**config.mk**
```make
export PLATFORM = sky130hd
export DESIGN_NAME = fdiv_phase_ctrl
export DESIGN_NICKNAME = d
export VERILOG_FILES = /design/src/rtl/fdp_pkg.sv /design/src/rtl/fdp_offset_sum.sv /design/src/rtl/fdp_div_ctrl.sv /design/src/rtl/fdp_phase_gen.sv /design/src/rtl/fdiv_phase_ctrl.sv
export SDC_FILE = /design/constraint.sdc
export NUM_CORES = 1
export LEC_CHECK = 0
export BUFFER_PORTS_ARGS = -buffer_cell sky130_fd_sc_hd__buf_2
export CORE_AREA = 2 2 108 84
export DETAILED_ROUTE_END_ITERATION = 8
export DIE_AREA = 0 0 110 86
export HOLD_SLACK_MARGIN = 0.12
export PLACE_DENSITY = 0.51
export SLEW_MARGIN = 20
export SYNTH_ARGS = -nofsm -noshare
export SYNTH_HDL_FRONTEND = slang
export SYNTH_SLANG_ARGS = --single-unit
```
**constraint.sdc**
```tcl
create_clock -name clk -period 9.2 [get_ports clk]
set_input_delay 0.92 -clock clk [delete_from_list [all_inputs] [get_ports clk]]
set_output_delay 0.92 -clock clk [all_outputs]
set_load 0.02 [all_outputs]
```
**src/rtl/fdp_pkg.sv**
```systemverilog
package fdp_pkg;

    typedef enum logic [1:0] {
        ADJ_HOLD  = 2'b00,
        ADJ_UP    = 2'b01,
        ADJ_DOWN  = 2'b10,
        ADJ_HOLD2 = 2'b11
    } adj_cmd_e;

    typedef enum logic {
        CS_BOOT = 1'b0,
        CS_RUN  = 1'b1
    } ctl_state_e;

endpackage

```
**src/rtl/fdp_offset_sum.sv**
```systemverilog
module fdp_offset_sum #(
    parameter int NSRC      = 4,
    parameter int OFF_W     = 4,
    parameter int MASK_IDX  = 2,
    parameter int SUM_W     = OFF_W + $clog2(NSRC)
) (
    input  logic                    clk,
    input  logic                    rst_n,
    input  logic [NSRC*OFF_W-1:0]   off_flat_i,
    input  logic                    mask_en_i,
    output logic signed [SUM_W-1:0] sum_o
);

    logic signed [SUM_W-1:0] term [NSRC];

    for (genvar g = 0; g < NSRC; g++) begin : g_term
        if (g == MASK_IDX) begin : g_maskable
            assign term[g] = mask_en_i ? '0 :
                {{(SUM_W-OFF_W){off_flat_i[g*OFF_W+OFF_W-1]}}, off_flat_i[g*OFF_W +: OFF_W]};
        end else begin : g_plain
            assign term[g] =
                {{(SUM_W-OFF_W){off_flat_i[g*OFF_W+OFF_W-1]}}, off_flat_i[g*OFF_W +: OFF_W]};
        end
    end

    always_comb begin
        sum_o = '0;
        for (int i = 0; i < NSRC; i++) begin
            sum_o = sum_o + term[i];
        end
    end

    localparam logic [NSRC*OFF_W-1:0] KEEP_MASK =
        ~({{(NSRC*OFF_W-OFF_W){1'b0}}, {OFF_W{1'b1}}} << (MASK_IDX*OFF_W));

    AST_ALIGN_DROPPED: assert property (@(posedge clk) disable iff (!rst_n)
        (mask_en_i && ((off_flat_i & KEEP_MASK) == '0)) |-> (sum_o == '0));

endmodule

```
**src/rtl/fdp_div_ctrl.sv**
```systemverilog
module fdp_div_ctrl
    import fdp_pkg::*;
#(
    parameter int DIV_W = 6
) (
    input  logic             clk,
    input  logic             rst_n,
    input  logic             load_i,
    input  logic [DIV_W-1:0] load_val_i,
    input  logic             adj_en_i,
    input  logic [1:0]       cmd_i,
    input  logic [DIV_W-1:0] lim_min_i,
    input  logic [DIV_W-1:0] lim_max_i,
    output logic [DIV_W-1:0] div_o,
    output logic [DIV_W-1:0] div_nxt_o
);

    typedef struct packed {
        logic [DIV_W-1:0] div;
    } div_st_t;

    div_st_t st_d, st_q;

    always_comb begin
        st_d = st_q;
        if (load_i) begin
            st_d.div = load_val_i;
        end else if (adj_en_i) begin
            case (cmd_i)
                ADJ_UP:   if (st_q.div < lim_max_i) st_d.div = st_q.div + 1'b1;
                ADJ_DOWN: if (st_q.div > lim_min_i) st_d.div = st_q.div - 1'b1;
                default:  st_d.div = st_q.div;
            endcase
        end
    end

    always_ff @(posedge clk or negedge rst_n) begin
        if (!rst_n) st_q <= '0;
        else        st_q <= st_d;
    end

    assign div_o     = st_q.div;
    assign div_nxt_o = st_d.div;

    AST_DIV_UNIT_STEP: assert property (@(posedge clk) disable iff (!rst_n)
        (adj_en_i && !load_i) |=> ((div_o == $past(div_o)) ||
                                   (div_o == $past(div_o) + 1'b1) ||
                                   (div_o == $past(div_o) - 1'b1)));
    AST_DIV_FIXED_HOLD: assert property (@(posedge clk) disable iff (!rst_n)
        (!adj_en_i && !load_i) |=> $stable(div_o));
    AST_DIV_MAX_SAT: assert property (@(posedge clk) disable iff (!rst_n)
        (adj_en_i && !load_i && cmd_i == ADJ_UP && div_o >= lim_max_i) |=> $stable(div_o));

endmodule

```
**src/rtl/fdp_phase_gen.sv**
```systemverilog
module fdp_phase_gen #(
    parameter int PH_W  = 6,
    parameter int SUM_W = 6
) (
    input  logic                    clk,
    input  logic                    rst_n,
    input  logic                    clear_i,
    input  logic                    step_i,
    input  logic [PH_W-1:0]         div_q_i,
    input  logic [PH_W-1:0]         div_d_i,
    input  logic signed [SUM_W-1:0] off_sum_i,
    output logic [PH_W-1:0]         rise_o,
    output logic [PH_W-1:0]         fall_o,
    output logic [PH_W-1:0]         quad_o
);

    localparam int PHASES = 2 ** PH_W;
    localparam int QTR    = PHASES / 4;
    localparam int ACC_W  = ((PH_W > SUM_W) ? PH_W : SUM_W) + 2;

    typedef struct packed {
        logic [PH_W-1:0] rise;
        logic [PH_W-1:0] fall;
        logic [PH_W-1:0] quad;
    } ph_st_t;

    ph_st_t st_d, st_q;

    logic signed [ACC_W-1:0] off_ext;
    logic signed [ACC_W-1:0] acc;
    logic [PH_W:0]           span;

    always_comb begin
        st_d    = st_q;
        off_ext = {{(ACC_W-SUM_W){off_sum_i[SUM_W-1]}}, off_sum_i};
        acc     = signed'({{(ACC_W-PH_W){1'b0}}, st_q.rise})
                + signed'({{(ACC_W-PH_W){1'b0}}, div_q_i})
                + off_ext;
        span    = {1'b1, {PH_W{1'b0}}} + {1'b0, div_d_i};
        if (clear_i) begin
            st_d.rise = '0;
        end else if (step_i) begin
            st_d.rise = acc[PH_W-1:0];
        end
        if (clear_i || step_i) begin
            st_d.fall = st_d.rise + span[PH_W:1];
            st_d.quad = st_d.rise + PH_W'(QTR);
        end
    end

    always_ff @(posedge clk or negedge rst_n) begin
        if (!rst_n) st_q <= '0;
        else        st_q <= st_d;
    end

    assign rise_o = st_q.rise;
    assign fall_o = st_q.fall;
    assign quad_o = st_q.quad;

    AST_IDLE_HOLD: assert property (@(posedge clk) disable iff (!rst_n)
        (!clear_i && !step_i) |=> $stable(rise_o));
    AST_ZERO_ADVANCE: assert property (@(posedge clk) disable iff (!rst_n)
        (step_i && !clear_i && div_q_i == '0 && off_sum_i == '0) |=> $stable(rise_o));

endmodule

```
**src/rtl/fdiv_phase_ctrl.sv**
```systemverilog
module fdiv_phase_ctrl
    import fdp_pkg::*;
#(
    parameter int PH_W  = 6,
    parameter int OFF_W = 4
) (
    input  logic                    clk,
    input  logic                    rst_n,
    input  logic                    dll_lock_i,
    input  logic                    start_i,
    input  logic                    mode_var_i,
    input  logic [PH_W-1:0]         cfg_div_i,
    input  logic [PH_W-1:0]         lim_min_i,
    input  logic [PH_W-1:0]         lim_max_i,
    input  logic [1:0]              adj_cmd_i,
    input  logic signed [OFF_W-1:0] off_volt_i,
    input  logic signed [OFF_W-1:0] off_shrink_i,
    input  logic signed [OFF_W-1:0] off_align_i,
    input  logic signed [OFF_W-1:0] off_test_i,
    output logic                    bypass_o,
    output logic                    edge_vld_o,
    output logic [PH_W-1:0]         rise_ph_o,
    output logic [PH_W-1:0]         fall_ph_o,
    output logic [PH_W-1:0]         quad_ph_o,
    output logic [PH_W-1:0]         div_o
);

    localparam int NSRC      = 4;
    localparam int ALIGN_IDX = 2;
    localparam int SUM_W     = OFF_W + $clog2(NSRC);

    typedef struct packed {
        ctl_state_e st;
    } ctl_t;

    ctl_t ctl_d, ctl_q;

    logic                    start_go;
    logic                    running;
    logic signed [SUM_W-1:0] off_sum;
    logic [PH_W-1:0]         div_nxt;

    assign running  = (ctl_q.st == CS_RUN);
    assign start_go = (ctl_q.st == CS_BOOT) && start_i && dll_lock_i;

    always_comb begin
        ctl_d = ctl_q;
        if (start_go) ctl_d.st = CS_RUN;
    end

    always_ff @(posedge clk or negedge rst_n) begin
        if (!rst_n) ctl_q <= '{st: CS_BOOT};
        else        ctl_q <= ctl_d;
    end

    fdp_offset_sum #(
        .NSRC     (NSRC),
        .OFF_W    (OFF_W),
        .MASK_IDX (ALIGN_IDX),
        .SUM_W    (SUM_W)
    ) u_offs (
        .clk        (clk),
        .rst_n      (rst_n),
        .off_flat_i ({off_test_i, off_align_i, off_shrink_i, off_volt_i}),
        .mask_en_i  (mode_var_i),
        .sum_o      (off_sum)
    );

    fdp_div_ctrl #(
        .DIV_W (PH_W)
    ) u_div (
        .clk        (clk),
        .rst_n      (rst_n),
        .load_i     (start_go),
        .load_val_i (cfg_div_i),
        .adj_en_i   (running && mode_var_i),
        .cmd_i      (adj_cmd_i),
        .lim_min_i  (lim_min_i),
        .lim_max_i  (lim_max_i),
        .div_o      (div_o),
        .div_nxt_o  (div_nxt)
    );

    fdp_phase_gen #(
        .PH_W  (PH_W),
        .SUM_W (SUM_W)
    ) u_phase (
        .clk       (clk),
        .rst_n     (rst_n),
        .clear_i   (start_go),
        .step_i    (running),
        .div_q_i   (div_o),
        .div_d_i   (div_nxt),
        .off_sum_i (off_sum),
        .rise_o    (rise_ph_o),
        .fall_o    (fall_ph_o),
        .quad_o    (quad_ph_o)
    );

    assign bypass_o   = (ctl_q.st == CS_BOOT);
    assign edge_vld_o = running;

    AST_BYPASS_EXCL: assert property (@(posedge clk) disable iff (!rst_n)
        !(bypass_o && edge_vld_o));
    AST_FIRST_EDGE_ZERO: assert property (@(posedge clk) disable iff (!rst_n)
        $rose(edge_vld_o) |-> (rise_ph_o == '0));
    AST_WAIT_LOCK: assert property (@(posedge clk) disable iff (!rst_n)
        (bypass_o && !dll_lock_i) |=> bypass_o);

endmodule

```
==> impl_metrics.json, run 1 <==
{
  "outcome": "complete, no violations",
  "htreeDepth": 1,
  "drcViolationCount": 0,
  "synth_cells": 266,
  "clkTransAtPathRegs_ns": 0.08,
  "die_w_um": 110,
  "post_drt_wl_per_cell_um": 14.1,
  "synth_area_leaders": "dfrtp_1, ha_1, fa_1, inv_1, xnor2_1",
  "period_needed_ns": 5.18,
  "postSynthAreaPerCell_um2": 9.25,
  "min_path_type": "reg2reg",
  "antenna_found_initial": 0,
  "initial_core_util": 0.296,
  "area_delta_synth_final_pct": 20.5,
  "cts.sinks": 25,
  "syn_nets": 353,
  "cts_hold_buf": 0,
  "arrival_ns": 5.32,
  "synth-simple-area-share": 0.0946,
  "path_cells": "buf_2 -> ha_1 -> fa_1 -> inv_1 -> fa_1 -> fa_1 -> fa_1 -> inv_1 -> ha_1 -> inv_1 -> fa_1 -> nand2b_1 -> o21ai_0 -> ha_1 -> a21oi_1 -> o21ai_2 -> nor2_1 -> a211oi_1 -> a21oi_1",
  "ys_seq_area_frac": 0.254,
  "routabilityCongestion": 0.921,
  "via_per_inst": 4.65,
  "synth_fa_ha_area_frac": 0.283,
  "synth_top_area_share": 0.254,
  "slew_viol_final": 0,
  "initialDrtViolationCount": 120,
  "postCtsSetupBuffers": 0,
  "rows": 29,
  "synthMuxAreaShare": 0.0173,
  "fmax_ghz": 0.193,
  "synth-xor-area-share": 0.0773,
  "fp.dieH_um": 86,
  "max-slew-margin-rel": 0.623,
  "slowest_stage": "fa_1",
  "drtAntennaViolNets": 0,
  "vias": 2051,
  "grt-ovfl-total": 0,
  "grt_max_degree": 26,
  "critical_path.startpoint_type": "input pin",
  "ys_types": 43,
  "syn_area_um2": 2460,
  "synthFlopType": "dfrtp_1",
  "grtUsageTotal": 0.141,
  "fin_tns_setup_ns": 0,
  "skew_ns": 0.00231,
  "synth_top_family_by_area": "adder cells",
  "synth_edf_count": 0,
  "grt_pass1_vias": 2101,
  "dr.pass1.iters": 4,
  "dp_hpwl_um": 5210,
  "finalNetCount": 421,
  "drive_above_1_share": 0.237,
  "cts_resized": 0,
  "yosysTopAreaCell": "dfrtp_1",
  "io_pins": 67,
  "num-fill-cells": 869,
  "core_um2": 8310,
  "tritoncts": "done",
  "min_period_over_period": 0.563,
  "path_buf_inv": 4,
  "routed_wl_um": 6220,
  "rsz0062_at_grt": "no",
  "cts.path.max_buffers": 2,
  "die-area_um2": 9460,
  "critical_path.max_stage_delay_ns": 0.59,
  "cp_top_family": "adder cells",
  "setup_viol": 0,
  "grt_first_pass_wirelength_um": 10400,
  "crit_fanout": 3,
  "end_kind": "register",
  "ys_ff_latch": 25,
  "insertion_delay_ns": 0.27,
  "yosys_warnings": 0,
  "io_buffers": 66,
  "max_cap_violations": 0,
  "numCtsBuffers": 3,
  "cts-root-buf": "clkbuf_8",
  "cp_common_cell": "fa_1",
  "whs_ns": 0.486,
  "synth_compound_area_frac": 0.195,
  "hold_violations": 0,
  "tightestPinTransition_ns": 0.566,
  "crit_type": "in2reg",
  "n_antenna_cell": 0,
  "ys_async_sr_fraction": 1.00,
  "cp_data_required_time_ns": 9.34
}
## synthesized netlist by cell type (2+ instances only)
cell type / count
inv_1: 48
ha_1: 30
dfrtp_1: 25
nand2_1: 22
a21oi_1: 18
fa_1: 16
xnor2_1: 12
a21o_1: 8
o21ai_0: 7
xor2_1: 7
nor2_1: 6
o21ai_1: 6
nand3_1: 5
a31oi_1: 4
nand2b_1: 4
nor2b_1: 4
o21a_1: 4
a22o_1: 3
clkbuf_1: 3
nor3_1: 3
o22ai_1: 3
mux2_2: 2
mux2i_1: 2
nand4_1: 2
o211ai_1: 2
o21ai_2: 2
o31a_1: 2
## sequential cells by signal, indices dropped and copies added (netlist names)
signal and flops:
edge_vld_o 1, u_div.div_o 6, u_phase.fall_o 6, u_phase.quad_o 6, u_phase.rise_o 6
## cells by family (layout without fill, tap and decap cells)
family,Yosys count,after routing
fa+ha+maj,46,46
xor+xnor,20,20
simple gates,50,50
buf+inv,52,119
compound gates,69,69
mux,4,4
flops,25,25
## layout by cell type, fill, tap and decap left out, drive strengths merged, types with 4 or more instances in the layout
cell	Yosys	final
a21o	8	8
a21oi	18	18
a31oi	5	5
buf	1	67
dfrtp	25	25
fa	16	16
ha	30	30
inv	48	48
nand2	22	22
nand2b	4	4
nand3	5	5
nor2	6	6
nor2b	4	4
o21a	4	4
o21ai	15	15
o22ai	4	4
xnor2	12	12
xor2	7	7
## tightest hold or removal path, stage by stage (launching register included)
cell and delay [ns]:
dfrtp_1 0.35, nand2_1 0.05, nand2_1 0.06
## area by class of cell
cell class	instances	area, µm²	share of cell area
clock buffers	3	41.3	0.0139
clock inverters	1	5.00	0.00169
inverters	48	180	0.0608
multi-input cells	189	1640	0.553
flip-flops and latches	25	626	0.211
well taps	108	135	0.0456
repair buffers	67	338	0.114
## path summary, 6_finish.rpt
kind                       cells after the start                end         startpoint  slack (ns)
setup / recovery                              19  u_phase.fall_o[5]      off_volt_i[0]        4.02
hold / removal                                 2  u_phase.quad_o[1]  u_phase.quad_o[1]        0.49
setup reg to reg                              16  u_phase.fall_o[5]  u_phase.rise_o[1]        5.00
hold reg to reg                                2  u_phase.quad_o[1]  u_phase.quad_o[1]        0.49
max in group asynchronous                      1  u_phase.quad_o[1]              rst_n        8.19
min in group asynchronous                      1  u_phase.fall_o[3]              rst_n        0.63
## per-layer routing
metal / GRT usage / wire length (µm) / vias to the layer above
li1: - / - / 1039
met3: 0.0190 / 273 / 6
met2: 0.212 / 2560 / 48
met4: 0.0265 / 67 / 0
met1: 0.215 / 3320 / 958
met5: 0 / 0 / -
## through the flow
step / instance area, µm² / util / cells / setup slack [ns]
floorplan: 2460 / - / 266 / 4.19
global placement: 2920 / 0.351 / 437 / 3.73
detailed placement: 2920 / 0.351 / 437 / 3.78
CTS: 2970 / 0.357 / 441 / 4.00
global route: 2970 / 0.357 / 441 / 3.79
finish: 2970 / 0.357 / 441 / 4.02
Power of run 1 is left out: the tool's default activity adds up to more than one toggle a clock period on the data nets, which glitch-free logic cannot reach.
==> inputs of run 2 (changes only) <==
- ABC_AREA: not set -> 1
- CORE_AREA: 2 2 108 84 -> 2 2 112 87
- DIE_AREA: 0 0 110 86 -> 0 0 114 89
- PLACE_DENSITY: 0.51 -> 0.5
- clock period: 9.2 -> 5.2 ns (I/O delays scaled with it)
==> run 2 against run 1 <==
  * Count of clock-buffer cells in the layout up 1
  * Synthesized cell count up 34%
  * Area after synthesis up 8.1%
  * Highest routed layer unchanged
==> impl_metrics.json, run 2 <==
{
  "antenna_found_initial": 0,
  "max-slew-margin-rel": 0.631,
  "ys_async_sr_fraction": 1.00,
  "numCtsBuffers": 3,
  "fin_area_um2": 3180,
  "critical_path.startpoint_type": "input pin",
  "drive_above_1_share": 0.213,
  "initial_core_util": 0.298,
  "rsz0062_at_grt": "no",
  "min_path_type": "in2async",
  "mostFrequentLayoutCell": "nand2_1",
  "top_layer": "met4",
  "synth_cells": 356,
  "rows": 30,
  "drcViolationCount": 0,
  "slowest_stage": "fa_1",
  "path_buf_inv": 4,
  "reg2regPathDepth": 18,
  "fin_tns_setup_ns": 0,
  "cp_top_family": "adder cells",
  "io_pins": 67,
  "post_drt_wl_per_cell_um": 12.8,
  "skew_ns": 0.00377,
  "synth_area_leaders": "dfrtp_1, ha_1, nand2_1, fa_1, inv_1",
  "grt_first_pass_wirelength_um": 11500,
  "vias": 2379,
  "syn_area_um2": 2660,
  "die_w_um": 114,
  "yosysTopAreaCell": "dfrtp_1",
  "finalNetCount": 510,
  "postSynthAreaPerCell_um2": 7.48,
  "cts.path.max_buffers": 2,
  "htreeDepth": 1,
  "post_dp_cell_area_um2": 3100,
  "clkTransAtPathRegs_ns": 0.06,
  "ys_top_cells_by_count": "nand2_1, inv_1, nand3_1",
  "setup_viol": 0,
  "crit_type": "in2reg",
  "arrival_ns": 5.00,
  "hold_violations": 0,
  "wl_met2_um": 2890,
  "dr.pass1.iters": 4,
  "grtUsageTotal": 0.143,
  "grt_max_degree": 26,
  "ys_ff_latch": 25,
  "synth_top_area_share": 0.235,
  "ys_types": 32,
  "min_period_over_period": 0.934,
  "slew_viol_final": 0,
  "area_delta_synth_final_pct": 19.6,
  "route.layer.met1.wl_um": 3620,
  "crit_fanout": 4,
  "synth_edf_count": 0,
  "cp_data_required_time_ns": 5.34,
  "core_um2": 8930,
  "yosys_warnings": 0,
  "fmax_ghz": 0.206,
  "end_kind": "register",
  "n_antenna_cell": 0,
  "synthFlopType": "dfrtp_1",
  "routed_wl_um": 6850,
  "postCtsSetupBuffers": 0,
  "outcome": "complete, no violations",
  "drtAntennaViolNets": 0,
  "cts-root-buf": "clkbuf_16",
  "critical_path.max_stage_delay_ns": 0.53,
  "synth_most_common_cell": "nand2_1",
  "period_needed_ns": 4.86,
  "grt_pass1_vias": 2391,
  "max_cap_violations": 0,
  "initialDrtViolationCount": 138,
  "path_cells": "buf_2 -> ha_1 -> fa_1 -> inv_1 -> fa_1 -> fa_1 -> fa_1 -> inv_1 -> ha_1 -> inv_1 -> fa_1 -> o22ai_1 -> ha_1 -> a21oi_1 -> nand2_1 -> nand2_1 -> nand2_1 -> a21oi_1 -> nand4_1 -> nand2_1 -> a21oi_2",
  "layout_common_cells": "nand2_1, buf_2, inv_1",
  "cts_hold_buf": 0,
  "insertion_delay_ns": 0.25,
  "cp_num_cells": 21,
  "routabilityCongestion": 0.842,
  "fp.dieH_um": 89,
  "ys_seq_area_frac": 0.235,
  "tightestPinTransition_ns": 0.553,
  "cts.sinks": 25,
  "wl_met3_um": 318,
  "die-area_um2": 10100,
  "syn_nets": 443,
  "cts_resized": 0,
  "cp_common_cell": "fa_1",
  "dp_hpwl_um": 5790,
  "grt-ovfl-total": 0,
  "tritoncts": "done",
  "io_buffers": 66,
  "via_per_inst": 4.46
}
run 2: worst paths after layout:
kind / start / endpoint / slack, ns
worst max register to register: u_phase.rise_o[1] / u_phase.fall_o[5] / 0.95
worst max-delay path: off_volt_i[0] / u_phase.fall_o[5] / 0.34
max in group asynchronous: rst_n / u_phase.rise_o[0] / 4.58
worst min-delay path: rst_n / u_phase.quad_o[5] / 0.25
worst min register to register: u_phase.fall_o[1] / u_phase.fall_o[1] / 0.48
min in group clk: u_phase.fall_o[1] / u_phase.fall_o[1] / 0.48
run 2: logic make-up after synthesis:
family / count (synthesis) / share of synthesized area
compound gates: 41 / 0.0912
xor+xnor: 14 / 0.0461
fa+ha+maj: 46 / 0.261
buf+inv: 73 / 0.108
flops: 25 / 0.235
simple gates: 157 / 0.258
run 2: worst reg2reg max path: stages, from the launching register on:
cell	delay, ns
dfrtp_1	0.39
inv_1	0.12
fa_1	0.45
fa_1	0.53
fa_1	0.53
inv_1	0.04
ha_1	0.20
inv_1	0.07
fa_1	0.43
o22ai_1	0.24
ha_1	0.32
a21oi_1	0.16
nand2_1	0.08
nand2_1	0.08
nand2_1	0.06
a21oi_1	0.16
nand4_1	0.11
nand2_1	0.10
a21oi_2	0.05
run 2: final cells by class:
class	count	area [µm²]
Clock buffer	4	78.8
Fill cell	964	5750
Inverter	69	259
Multi-Input combinational cell	258	1750
Sequential cell	25	626
Tap cell	112	140
Timing Repair Buffer	66	330
run 2: through the flow:
stage / hold WS (ns) / utilization / instances / setup WS [ns]
final: 0.247 / 0.356 / 534 / 0.342
after global routing: 0.299 / 0.356 / 534 / 0.0415
after CTS: 0.277 / 0.356 / 534 / 0.340
after detailed placement: 0.464 / 0.347 / 530 / 0.106
after global placement: 0.468 / 0.347 / 530 / 0.149
after floorplan: 0.224 / - / 356 / 0.487
run 2: metal layers:
metal / vias to the layer above / track usage
li1: 1265 / -
met1: 1061 / 0.213
met2: 51 / 0.232
met3: 2 / 0.0169
met4: 0 / 0.0166
met5: - / 0
Power of run 2 is left out for the same reason.
==> inputs of run 3 (changes only) <==
- SETUP_SLACK_MARGIN: not set -> 0.5
==> run 3 against run 2 <==
  * First-iteration DRC count is 4.3% higher
  * Die area unchanged
  * Non-clock buffer count grew 12
  * Global-route usage up 0.052 points
  * Maximum frequency rose by 1.8%
  * Routed wire length increased by 4.5%
  * Via count increased by 5.0%
==> impl_metrics.json, run 3 (same netlist as run 2, synthesis figures left out) <==
{
  "grt-ovfl-total": 0,
  "grt_first_pass_wirelength_um": 11600,
  "drive_above_1_share": 0.279,
  "layout_common_cells": "nand2_1, buf_2, inv_1",
  "grt_max_degree": 26,
  "htreeDepth": 1,
  "io_buffers": 66,
  "period_needed_ns": 4.77,
  "die_w_um": 114,
  "clkTransAtPathRegs_ns": 0.06,
  "hold_violations": 0,
  "dp.cells": 530,
  "routabilityCongestion": 0.894,
  "min_period_over_period": 0.917,
  "cts.path.max_buffers": 2,
  "tightestPinTransition_ns": 0.567,
  "initial_core_util": 0.298,
  "n_antenna_cell": 0,
  "dr.pass1.iters": 4,
  "finalNetCount": 522,
  "insertion_delay_ns": 0.25,
  "via_per_inst": 4.58,
  "setup_viol": 0,
  "whs_ns": 0.257,
  "area_delta_synth_final_pct": 27.0,
  "fp.dieH_um": 89,
  "io_pins": 67,
  "mostFrequentLayoutCell": "nand2_1",
  "layoutNonFillerInstCount": 546,
  "die-area_um2": 10100,
  "crit_type": "in2reg",
  "grt_pass1_vias": 2443,
  "antenna_found_initial": 0,
  "rows": 30,
  "skew_ns": 0.00147,
  "max-slew-margin-rel": 0.622,
  "initialDrtViolationCount": 144,
  "outcome": "complete, no violations",
  "drtAntennaViolNets": 0,
  "routed_wl_um": 7160,
  "slew_viol_final": 0,
  "critical_path.startpoint_type": "input pin",
  "grtUsageTotal": 0.144,
  "crit_fanout": 3,
  "core_um2": 8930,
  "tritoncts": "done",
  "max_cap_violations": 0,
  "numCtsBuffers": 3,
  "end_kind": "register",
  "rsz0062_at_grt": "yes",
  "fin_tns_setup_ns": 0,
  "drcViolationCount": 0,
  "cts-root-buf": "clkbuf_16",
  "min_path_type": "in2async",
  "dp_hpwl_um": 5710,
  "vias": 2499,
  "cts.sinks": 25,
  "cp_data_required_time_ns": 5.34,
  "arrival_ns": 4.91,
  "fmax_ghz": 0.210,
  "post_drt_wl_per_cell_um": 13.1
}
run 3: changes by cell type in the layout (fill, tap and decap cells not counted), moves of 3 or more:
cell / before / now
a21oi_1: 15 / 11
a21oi_2: 1 / 4
buf_4: 0 / 12
ha_1: 30 / 26
ha_4: 0 / 3
inv_1: 59 / 56
inv_2: 9 / 12
nand2_1: 94 / 90
nand2_2: 3 / 7
run 3: critical path, cell delays in order:
cell and delay (ns):
buf_6 0.10, ha_4 0.15, fa_2 0.53, inv_2 0.04, fa_1 0.46, fa_1 0.55, fa_1 0.43, inv_1 0.08
ha_2 0.18, inv_2 0.04, fa_1 0.53, o22ai_2 0.13, ha_4 0.32, nand3_1 0.09, nand2_2 0.10, nand2_2 0.07
buf_4 0.13, buf_4 0.12, buf_4 0.12, buf_4 0.12, nand2_1 0.06, o21ai_1 0.06
run 3: stage by stage:
stage	utilization	worst slack, ns	area, µm²
global route	0.378	0.247	3380
CTS	0.369	0.463	3300
detailed placement	0.347	0.0530	3100
floorplan	-	0.520	2660
finish	0.378	0.429	3380
global placement	0.347	0.184	3100
run 3: final cells by class:
class	instances	area, µm²
timing repair buffer	78	433
fill	936	5550
sequential	25	626
multi-input combinational	258	1840
clock buffer	4	78.8
inverter	69	259
tap	112	140
run 3: routing by layer:
metal	track usage	wire (µm)
met5	0	0
met4	0.0177	19
met3	0.0244	311
met2	0.238	3140
met1	0.205	3690
run 3: what timing repair did:
action / CTS / global route
endpoints found under the setup margin: 1 / 3
cloned: 0 / 0
setup buffers: 8 / 4
pin swaps: 18 / 19
hold buffers: 0 / 0
resized for setup: 13 / 13
run 3: worst paths after layout:
path,from,end,slack [ns],cells past startpoint
max in group asynchronous,rst_n,u_phase.quad_o[2],4.57,1
min in group clk,u_phase.fall_o[1],u_phase.fall_o[1],0.48,2
worst min-delay path,rst_n,u_phase.quad_o[1],0.26,1
worst max register to register,u_phase.rise_o[1],u_phase.fall_o[3],1.00,19
worst max-delay path,off_volt_i[0],u_phase.fall_o[3],0.43,22
worst min register to register,u_phase.fall_o[1],u_phase.fall_o[1],0.48,2
Power of run 3 is left out for the same reason.
